[config.mk]
export PLATFORM = sky130hd
export DESIGN_NAME = pxf_unit
export DESIGN_NICKNAME = d
export VERILOG_FILES = /design/src/rtl/pxf_pkg.sv /design/src/rtl/pxf_clamp_lane.sv /design/src/rtl/pxf_scale_reg.sv /design/src/rtl/pxf_datapath.sv /design/src/rtl/pxf_unit.sv
export SDC_FILE = /design/constraint.sdc
export NUM_CORES = 1
export LEC_CHECK = 0
export CORE_MARGIN = 2
export CORE_UTILIZATION = 51
export CTS_CLUSTER_SIZE = 12
export DETAILED_ROUTE_END_ITERATION = 6
export DONT_BUFFER_PORTS = 1
export PLACE_DENSITY = 0.71
export RECOVER_POWER = 25
export SLEW_MARGIN = 15
export SYNTH_ARGS = -nofsm -noshare
export SYNTH_HDL_FRONTEND = slang
export SYNTH_SLANG_ARGS = --single-unit
[constraint.sdc]
create_clock -name clk -period 5.95 [get_ports clk]
set_input_delay 1.19 -clock clk [delete_from_list [all_inputs] [get_ports clk]]
set_output_delay 1.19 -clock clk [all_outputs]
set_load 0.01 [all_outputs]
[src/rtl/pxf_pkg.sv]
package pxf_pkg;
    localparam int unsigned WIDE_W = 64;

    typedef enum logic [2:0] {
        OP_PACK16  = 3'd0,
        OP_PACK32  = 3'd1,
        OP_PACKFIX = 3'd2,
        OP_EXPAND  = 3'd3,
        OP_MERGE   = 3'd4
    } pxf_op_e;
endpackage

[src/rtl/pxf_clamp_lane.sv]
module pxf_clamp_lane
    import pxf_pkg::*;
#(
    parameter int unsigned IN_W       = 16,
    parameter int unsigned SH_W       = 4,
    parameter int unsigned FRAC       = 7,
    parameter int unsigned OUT_W      = 8,
    parameter bit          OUT_SIGNED = 1'b0
) (
    input  logic [IN_W-1:0]  lane_i,
    input  logic [SH_W-1:0]  shift_i,
    output logic [OUT_W-1:0] sat_o
);
    localparam logic signed [WIDE_W-1:0] ONE    = WIDE_W'(1);
    localparam logic signed [WIDE_W-1:0] HI_LIM = OUT_SIGNED ? (ONE <<< (OUT_W-1)) - ONE
                                                             : (ONE <<< OUT_W) - ONE;
    localparam logic signed [WIDE_W-1:0] LO_LIM = OUT_SIGNED ? -(ONE <<< (OUT_W-1))
                                                             : '0;

    logic signed [WIDE_W-1:0] ext_v;
    logic signed [WIDE_W-1:0] shl_v;
    logic signed [WIDE_W-1:0] pt_v;

    always_comb begin
        ext_v = {{(WIDE_W-IN_W){lane_i[IN_W-1]}}, lane_i};
        shl_v = ext_v <<< shift_i;
        pt_v  = shl_v >>> FRAC;
        if (pt_v > HI_LIM)
            sat_o = HI_LIM[OUT_W-1:0];
        else if (pt_v < LO_LIM)
            sat_o = LO_LIM[OUT_W-1:0];
        else
            sat_o = pt_v[OUT_W-1:0];
    end
endmodule

[src/rtl/pxf_scale_reg.sv]
module pxf_scale_reg #(
    parameter int unsigned SCALE_W = 5
) (
    input  logic               clk,
    input  logic               rst_n,
    input  logic               we_i,
    input  logic [SCALE_W-1:0] wdata_i,
    output logic [SCALE_W-1:0] scale_o
);
    logic [SCALE_W-1:0] scale_d, scale_q;

    always_comb begin
        scale_d = scale_q;
        if (we_i)
            scale_d = wdata_i;
    end

    always_ff @(posedge clk or negedge rst_n) begin
        if (!rst_n)
            scale_q <= '0;
        else
            scale_q <= scale_d;
    end

    assign scale_o = scale_q;


    scale_load_chk: assert property (@(posedge clk) disable iff (!rst_n)
        we_i |=> scale_o == $past(wdata_i));


    scale_keep_chk: assert property (@(posedge clk) disable iff (!rst_n)
        !we_i |=> $stable(scale_o));
endmodule

[src/rtl/pxf_datapath.sv]
module pxf_datapath
    import pxf_pkg::*;
#(
    parameter int unsigned DATA_W   = 64,
    parameter int unsigned SCALE_W  = 5,
    parameter int unsigned NARROW_W = 4,
    parameter int unsigned P16_FRAC = 7,
    parameter int unsigned P32_FRAC = 23,
    parameter int unsigned FIX_FRAC = 16
) (
    input  logic [2:0]         op_i,
    input  logic [DATA_W-1:0]  opa_i,
    input  logic [DATA_W-1:0]  opb_i,
    input  logic [SCALE_W-1:0] scale_i,
    output logic [DATA_W-1:0]  res_o
);
    localparam int unsigned HALF_W  = DATA_W / 2;
    localparam int unsigned H_LANES = DATA_W / 16;
    localparam int unsigned W_LANES = DATA_W / 32;
    localparam int unsigned N_BYTES = HALF_W / 8;

    logic [8*H_LANES-1:0]  p16_pack;
    logic [8*W_LANES-1:0]  p32_bytes;
    logic [16*W_LANES-1:0] fix_pack;
    logic [DATA_W-1:0]     exp_res;
    logic [DATA_W-1:0]     mrg_res;
    logic [DATA_W-1:0]     p32_res;

    for (genvar g = 0; g < H_LANES; g++) begin : g_p16
        pxf_clamp_lane #(
            .IN_W(16), .SH_W(NARROW_W), .FRAC(P16_FRAC), .OUT_W(8), .OUT_SIGNED(1'b0)
        ) u_lane (
            .lane_i (opb_i[16*g +: 16]),
            .shift_i(scale_i[NARROW_W-1:0]),
            .sat_o  (p16_pack[8*g +: 8])
        );
    end

    for (genvar g = 0; g < W_LANES; g++) begin : g_wide
        pxf_clamp_lane #(
            .IN_W(32), .SH_W(SCALE_W), .FRAC(P32_FRAC), .OUT_W(8), .OUT_SIGNED(1'b0)
        ) u_p32 (
            .lane_i (opb_i[32*g +: 32]),
            .shift_i(scale_i),
            .sat_o  (p32_bytes[8*g +: 8])
        );
        pxf_clamp_lane #(
            .IN_W(32), .SH_W(SCALE_W), .FRAC(FIX_FRAC), .OUT_W(16), .OUT_SIGNED(1'b1)
        ) u_fix (
            .lane_i (opb_i[32*g +: 32]),
            .shift_i(scale_i),
            .sat_o  (fix_pack[16*g +: 16])
        );
    end

    for (genvar g = 0; g < N_BYTES; g++) begin : g_byte
        assign exp_res[16*g +: 16]    = {4'b0000, opb_i[8*g +: 8], 4'b0000};
        assign mrg_res[16*g +: 8]     = opb_i[8*g +: 8];
        assign mrg_res[16*g + 8 +: 8] = opa_i[8*g +: 8];
    end

    always_comb begin
        p32_res = opa_i << 8;
        for (int i = 0; i < W_LANES; i++) begin
            p32_res[32*i +: 8] = p32_bytes[8*i +: 8];
        end
    end

    always_comb begin
        res_o = '0;
        case (op_i)
            OP_PACK16:  res_o = {{(DATA_W-8*H_LANES){1'b0}}, p16_pack};
            OP_PACK32:  res_o = p32_res;
            OP_PACKFIX: res_o = {{(DATA_W-16*W_LANES){1'b0}}, fix_pack};
            OP_EXPAND:  res_o = exp_res;
            OP_MERGE:   res_o = mrg_res;
            default:    res_o = '0;
        endcase
    end
endmodule

[src/rtl/pxf_unit.sv]
module pxf_unit
    import pxf_pkg::*;
#(
    parameter int unsigned DATA_W   = 64,
    parameter int unsigned SCALE_W  = 5,
    parameter int unsigned NARROW_W = 4,
    parameter int unsigned P16_FRAC = 7,
    parameter int unsigned P32_FRAC = 23,
    parameter int unsigned FIX_FRAC = 16
) (
    input  logic               clk,
    input  logic               rst_n,
    input  logic               scale_we,
    input  logic [SCALE_W-1:0] scale_wdata,
    input  logic               in_valid,
    input  logic [2:0]         op,
    input  logic [DATA_W-1:0]  opa,
    input  logic [DATA_W-1:0]  opb,
    output logic               out_valid,
    output logic [DATA_W-1:0]  result
);
    localparam int unsigned HALF_W = DATA_W / 2;
    localparam logic [DATA_W-1:0] EXP_ZERO_MASK = {(DATA_W/16){16'hF00F}};

    typedef struct packed {
        logic              vld;
        logic [DATA_W-1:0] res;
    } out_st_t;

    out_st_t           st_d, st_q;
    logic [SCALE_W-1:0] scale_cur;
    logic [DATA_W-1:0]  dp_res;

    pxf_scale_reg #(.SCALE_W(SCALE_W)) u_scale (
        .clk    (clk),
        .rst_n  (rst_n),
        .we_i   (scale_we),
        .wdata_i(scale_wdata),
        .scale_o(scale_cur)
    );

    pxf_datapath #(
        .DATA_W(DATA_W), .SCALE_W(SCALE_W), .NARROW_W(NARROW_W),
        .P16_FRAC(P16_FRAC), .P32_FRAC(P32_FRAC), .FIX_FRAC(FIX_FRAC)
    ) u_dp (
        .op_i   (op),
        .opa_i  (opa),
        .opb_i  (opb),
        .scale_i(scale_cur),
        .res_o  (dp_res)
    );

    always_comb begin
        st_d     = st_q;
        st_d.vld = in_valid;
        if (in_valid)
            st_d.res = dp_res;
    end

    always_ff @(posedge clk or negedge rst_n) begin
        if (!rst_n)
            st_q <= '0;
        else
            st_q <= st_d;
    end

    assign out_valid = st_q.vld;
    assign result    = st_q.res;


    valid_follow_chk: assert property (@(posedge clk) disable iff (!rst_n)
        in_valid |=> out_valid);


    valid_drop_chk: assert property (@(posedge clk) disable iff (!rst_n)
        !in_valid |=> !out_valid);


    result_hold_chk: assert property (@(posedge clk) disable iff (!rst_n)
        !in_valid |=> $stable(result));


    expand_nibble_chk: assert property (@(posedge clk) disable iff (!rst_n)
        (in_valid && op == OP_EXPAND) |=> (result & EXP_ZERO_MASK) == '0);


    upper_zero_chk: assert property (@(posedge clk) disable iff (!rst_n)
        (in_valid && (op == OP_PACK16 || op == OP_PACKFIX)) |=> result[DATA_W-1:HALF_W] == '0);


    unused_op_chk: assert property (@(posedge clk) disable iff (!rst_n)
        (in_valid && op > OP_MERGE) |=> result == '0);
endmodule

==> impl_results.md, run 1 <==
* Status: finished, final reports clean
* Fin. Hold Viols at 0
* Asr flop ratio synth at 100%
* Antenna violations before repair at 2
* I/O Buffers at 0
* Routed Antenna Nets at 0
* Setup slack after layout at 1180 ps
* PnR Total Power at 2.39 mW
* Diode count at 0
* Critical path class: register to register
* Reg-to-reg startpoint: u_scale.scale_o[1]
* Comb power frac at 51.1%
* Final RePlAce weighted congestion at 1.03
* Post-synthesis register bit count at 70
* H-Tree Depth at 3
* DRC Markers at 0
* Worst slack at placement at 1110 ps
* Number of core rows at 55
* DR pass1 iterations at 6
* Post-synth top cells: nand2_1 (135), nor2_1 (129), a21oi_1 (100)
* Cell with the most instances after synthesis: nand2_1
* Clock Power Share at 23.2%
* Vias in the first global route at 12275
* Post-CTS Setup Inserts at 0
* Register-to-Register Path Depth at 9
* Switching Share at 44.1%
* Tightest Hold Check Type: primary input to async pin
* WP buf/inv at 0
* Layout Skew at 11.0 ps
* Avg Inst Size Synth at 8.19 um2
* Post_cts resized at 0
* Peak VDD IR at 0.183 mV
* P_int at 1.33 mW
* Leak at 4.27 nW
* Worst-Skew Late Latency at 350 ps
* Leading area contributor after synthesis: mux4_2
* First-pass GRT wire length at 79.2 mm
* Post-synth EDFFs at 0
* Syn Inst Count at 1435
* Crit path cell chain: nand2_1 > a21oi_1 > a221oi_1 > a2111oi_0 > nand4b_1 > nor4_1 > o2111a_1 > or3_1 > a31oi_1
* Clock Tree Root: clkbuf_16
* Clk buf depth at 2
* Psw at 1.05 mW
* Vias post-DR at 13018
* Worst-path clk slew at 60 ps
* Initial core utilization at 51.9%
* Overall die height at 156 um
* Mapped cell area at 11700 um2
* Post-synthesis cell type count at 74
* Nets at 1456
* Inserted Clock Buffers at 9
* Synth warnings at 0
* Layout cell share with drive strength beyond 1 at 16.7%
* Wirelength, routed at 53.5 mm
* DP Wirelength at 38.9 mm
* Largest net degree at the start of global routing at 71
* Final worst-path cycle share at 80.2%
* Vias per cell at 8.11
* CTS tree: done
* Crit Reg-Reg Endpoint: result[17]
* Total congestion overflow at 0
* CP Capture Type: register
* PD cells at 200 nW/um2
* Top cells by area, synth: mux4_2 (16%), dfrtp_1 (15%), mux2i_1 (7.8%), mux2_2 (5.9%), nand2_1 (4.3%)
* GRT Total Usage at 43.2%
* Slew Viols, Final at 0
* Peak fanout along the critical path at 62
* Post-CTS Hold Buffers at 0
* Final core utilization at 52.6%
* Reg2reg setup slack at 1180 ps
* Seq pwr share at 25.7%
* Setup TNS at 0 ps
* Yosys top cell area share at 16.3%
* Worst slew pin tran at 1040 ps
* Area grow syn2layout at 1.29%
* Top FF cell, synth: dfrtp_1
* CP peak stage delay at 1020 ps
* Delay-heaviest family, CP: compound AO/OA/AOI/OAI gates
* Core area at 22600 um2
* Final min period at 4770 ps
* Slew HR at 30.5%
* Die width at 156 um
* Max Cap Viol at 0
* Worst Path Arrival at 4970 ps
* Final setup viols at 0
* Seq/Total Area, Yosys at 14.9%
* Syn_nets at 1575
* Crit path max-delay cell type: dfrtp_4
* Hold WS at 533 ps
* RSZ-0062 raised after global routing: no
* 1st-iter DRT viols at 1991
* Startpoint Class: register
* Drt wl/cell at 33.3 um
* Ports at 205
* Full die area at 24300 um2
* Worst EP required at 6150 ps
* CTS Sinks at 70
* FMAX at 0.209 GHz
## registers in the layout (all words and copies together), names as in the netlist
| name | cells |
|---|---|
| result | 64 |
| u_scale.scale_o | 5 |
| out_valid | 1 |
## logic make-up (layout without fill, tap and decap cells)
| kind of cell | after synthesis | after routing | synth area share (%) |
|---|---|---|---|
| buf+inv | 182 | 68 | 7.53 |
| simple gates | 455 | 455 | 18.3 |
| flops | 70 | 70 | 14.9 |
| mux | 240 | 240 | 30.3 |
| compound gates | 488 | 488 | 28.9 |
## worst reg2reg max path, stage by stage (launching register included)
cell       delay [ps]
dfrtp_4          1020
nand2_1           550
a21oi_1           320
a221oi_1          190
a2111oi_0         790
nand4b_1          290
nor4_1            330
o2111a_1          540
or3_1             410
a31oi_1           180
## cell usage in the layout, fill, tap and decap left out, types with 32 or more instances in the layout
cell	instances
a21oi_1	100
nand3_1	32
o21ai_0	74
mux2i_1	91
buf_4	35
dfrtp_1	65
nand2_1	135
mux2_2	62
a22oi_1	56
nor2_1	129
nor3_1	37
o22ai_1	33
mux4_2	85
## power groups by stage
stage | clock network, mW | registers (mW) | logic (mW)
4_1_cts | 0.549 | 0.611 | 1.17
3_3_place_gp | 0 | 0.619 | 1.18
3_5_place_dp | 0 | 0.619 | 1.17
5_1_grt | 0.573 | 0.619 | 1.28
2_1_floorplan | 0 | 0.555 | 0.948
6_report | 0.554 | 0.613 | 1.22
## per-stage QoR
step / instance area (um2) / std cells
after CTS: 11900 / 1606
final: 11900 / 1606
after global placement: 11600 / 1590
after global routing: 11900 / 1606
after floorplan: 11700 / 1435
after detailed placement: 11600 / 1590
## per-layer routing
layer | vias to the layer above | track usage (%) | routed length [um]
met2 | 1103 | 65.6 | 23800
met5 | - | 0 | 27
met4 | 4 | 26.8 | 3810
li1 | 5377 | - | -
met1 | 6293 | 55.7 | 19800
met3 | 241 | 10.1 | 6080
## cell type report
class                      instances  area (um2)
clock inverter                     6        70.1
sequential                        70        1770
fill                            2166       10700
inverter                          15        56.3
clock buffer                      10         229
timing repair buffer              37         303
multi-input combinational       1183        9120
tap                              285         357
## worst max-delay path by stage
stage,start,end,cells after the start
finish,u_scale.scale_o[1],result[17],9
global route,u_scale.scale_o[1],result[17],9
CTS,u_scale.scale_o[1],result[17],9
detailed placement,opb[53],result[17],9
global placement,opb[53],result[17],9
floorplan,opb[54],result[17],12
(Power assumes the default switching activity.)
==> run 2: changes to the inputs <==
PLACE_DENSITY = 0.74   (was 0.71)
clock period = 3.9 ns   (was 5.95 ns; I/O delays follow)
==> run 2 against run 1 <==
  * Global-route usage down 0.49 points
  * Critical path depth rose by 2
  * Count of clock-buffer cells in the layout shrank 1
  * Worst setup slack worse by 1100 ps
  * Combinational power grew 68%
  * First-iteration DRC count up 14%
  * Die area is the same
  * Sequential cell count unchanged
  * Fmax grew 25%
==> impl_results.md, run 2 (same netlist as run 1, synthesis figures left out) <==
* Ports at 205
* Final RePlAce weighted congestion at 1.06
* Routed Antenna Nets at 0
* Fill cells at 2039
* Final setup viols at 0
* Placed insts at 1669
* Worst Path Arrival at 4040 ps
* 1st-iter DRT viols at 2272
* Worst-path clk slew at 60 ps
* Final min period at 3820 ps
* Clock Tree Root: clkbuf_16
* GRT busiest layer: met2
* Reg-to-reg startpoint: u_scale.scale_o[3]
* H-Tree Depth at 3
* GRT Total Usage at 42.7%
* CP dominant cell by count: buf_4
* Worst-Skew Late Latency at 340 ps
* Tightest Hold Check Type: primary input to async pin
* Nets at 1540
* I/O Buffers at 0
* Clk buf depth at 2
* CTS tree: done
* Largest net degree at the start of global routing at 71
* Critical path class: register to register
* Post-CTS Hold Buffers at 0
* CP startpoint: u_scale.scale_o[3]
* Register-to-Register Path Depth at 11
* CP endpoint: result[32]
* Layout Skew at 5.34 ps
* Slew HR at 32.8%
* Highest-count cells in the layout ignoring fill and taps: nand2_1 (135), nor2_1 (129), buf_4 (112), a21oi_1 (100), mux2i_1 (91)
* Worst slew pin tran at 1010 ps
* CP peak stage delay at 660 ps
* DRC Markers at 0
* Startpoint Class: register
* Setup TNS at 0 ps
* FMAX at 0.262 GHz
* Commonest non-fill, non-tap cell in the layout: nand2_1
* Met3 usage at 9.14%
* Layout cell share with drive strength beyond 1 at 21.9%
* Max Cap Viol at 0
* First-pass GRT wire length at 78.3 mm
* Area grow syn2layout at 7.60%
* CP Capture Type: register
* Worst EP required at 4120 ps
* RSZ-0062 raised after global routing: no
* Crit path max-delay cell type: dfrtp_4
* Peak VDD IR at 0.308 mV
* Crit path cell chain: buf_12 > nor2b_1 > a221oi_1 > a2111oi_0 > buf_4 > nand4b_1 > nor4_1 > o2111a_1 > buf_4 > a21oi_1 > a221o_1
* Final worst-path cycle share at 97.9%
* Final core utilization at 55.8%
* Crit Reg-Reg Endpoint: result[32]
* Reg2reg setup slack at 80 ps
* Met1 Use GR at 54.7%
* Diode count at 0
* Core area at 22600 um2
* Antenna violations before repair at 0
* Grt met2 use at 65.9%
* Die width at 156 um
* Fin. Hold Viols at 0
* Overall die height at 156 um
* Slew Viols, Final at 0
* Total congestion overflow at 0
* Number of core rows at 55
* PD cells at 304 nW/um2
* Vias in the first global route at 12455
* Vias post-DR at 13569
* Vias per cell at 8.03
* Drt wl/cell at 32.0 um
* Full die area at 24300 um2
* Initial core utilization at 51.9%
* CTS Sinks at 70
* DP Wirelength at 40.1 mm
* Layout Cells excl Fill at 1689
* Inserted Clock Buffers at 9
* Max FFs per register at 64
* Leak at 4.73 nW
* DR pass1 iterations at 7
* Peak fanout along the critical path at 23
* Status: finished, final reports clean
* Wirelength, routed at 54.1 mm
[run 2: cell count changes in the layout (fill, tap and decap cells not counted), moves of 2 or more]
| cell | previous run | this run |
|---|---|---|
| buf_4 | 35 | 112 |
| buf_12 | 2 | 6 |
| clkinvlp_4 | 3 | 0 |
| clkinv_2 | 0 | 2 |
| clkinv_4 | 0 | 2 |
| inv_6 | 2 | 0 |
| o22ai_1 | 33 | 31 |
| o22ai_2 | 0 | 2 |
[run 2: worst min-delay path by stage]
stage / slack (ps) / startpoint / endpoint
6_report: 130 / rst_n / result[42]
5_1_grt: 120 / rst_n / result[42]
4_1_cts: 130 / rst_n / result[43]
3_5_place_dp: 490 / rst_n / result[42]
3_3_place_gp: 490 / rst_n / result[42]
2_1_floorplan: 480 / rst_n / out_valid
[run 2: area by class of cell]
cell class / instances / area, um2 / share of cell area [%]
clock inverters: 6 / 87.6 / 0.693
repair buffers: 121 / 1010 / 8.01
inverters: 15 / 56.3 / 0.445
clock buffers: 9 / 225 / 1.78
well taps: 285 / 357 / 2.82
multi-input cells: 1183 / 9140 / 72.3
flip-flops and latches: 70 / 1770 / 14.0
[run 2: per-layer routing]
layer  part of all wire, %  vias up  wire [um]
met5                     0        -          0
met4                   8.4        0       4540
met3                    12      316       6690
met2                    44     1247      23700
met1                    35     6427      19200
li1                      -     5579          -
[run 2: timing repair]
item                       4_1_cts  5_1_grt
setup endpoints to repair        0       22
resized for setup                0        5
buffers inserted                 0        5
[run 2: power breakdown]
part           internal (mW)  leakage, nW  total, mW  switching (mW)
clock network          0.556        0.155      0.889           0.332
logic                  0.872         3.65       2.05            1.18
registers              0.783        0.926      0.895           0.112
[run 2: worst max-delay path: cells and delay by family, from the launching register on]
kind,cells,cell delay [ps]
AND/OR/NAND/NOR,3,870
flip-flops,1,660
buffers and inverters,3,630
AO/OA/AOI/OAI,5,1500
[run 2: metrics by stage]
step	area, um2	worst slack [ps]	power [mW]	hold slack (ps)
detailed placement	12200	186	2.84	486
CTS	12500	185	3.73	126
global placement	12200	209	2.84	486
floorplan	11700	370	2.29	484
finish	12600	82.4	3.84	134
global route	12600	6.96	3.97	125
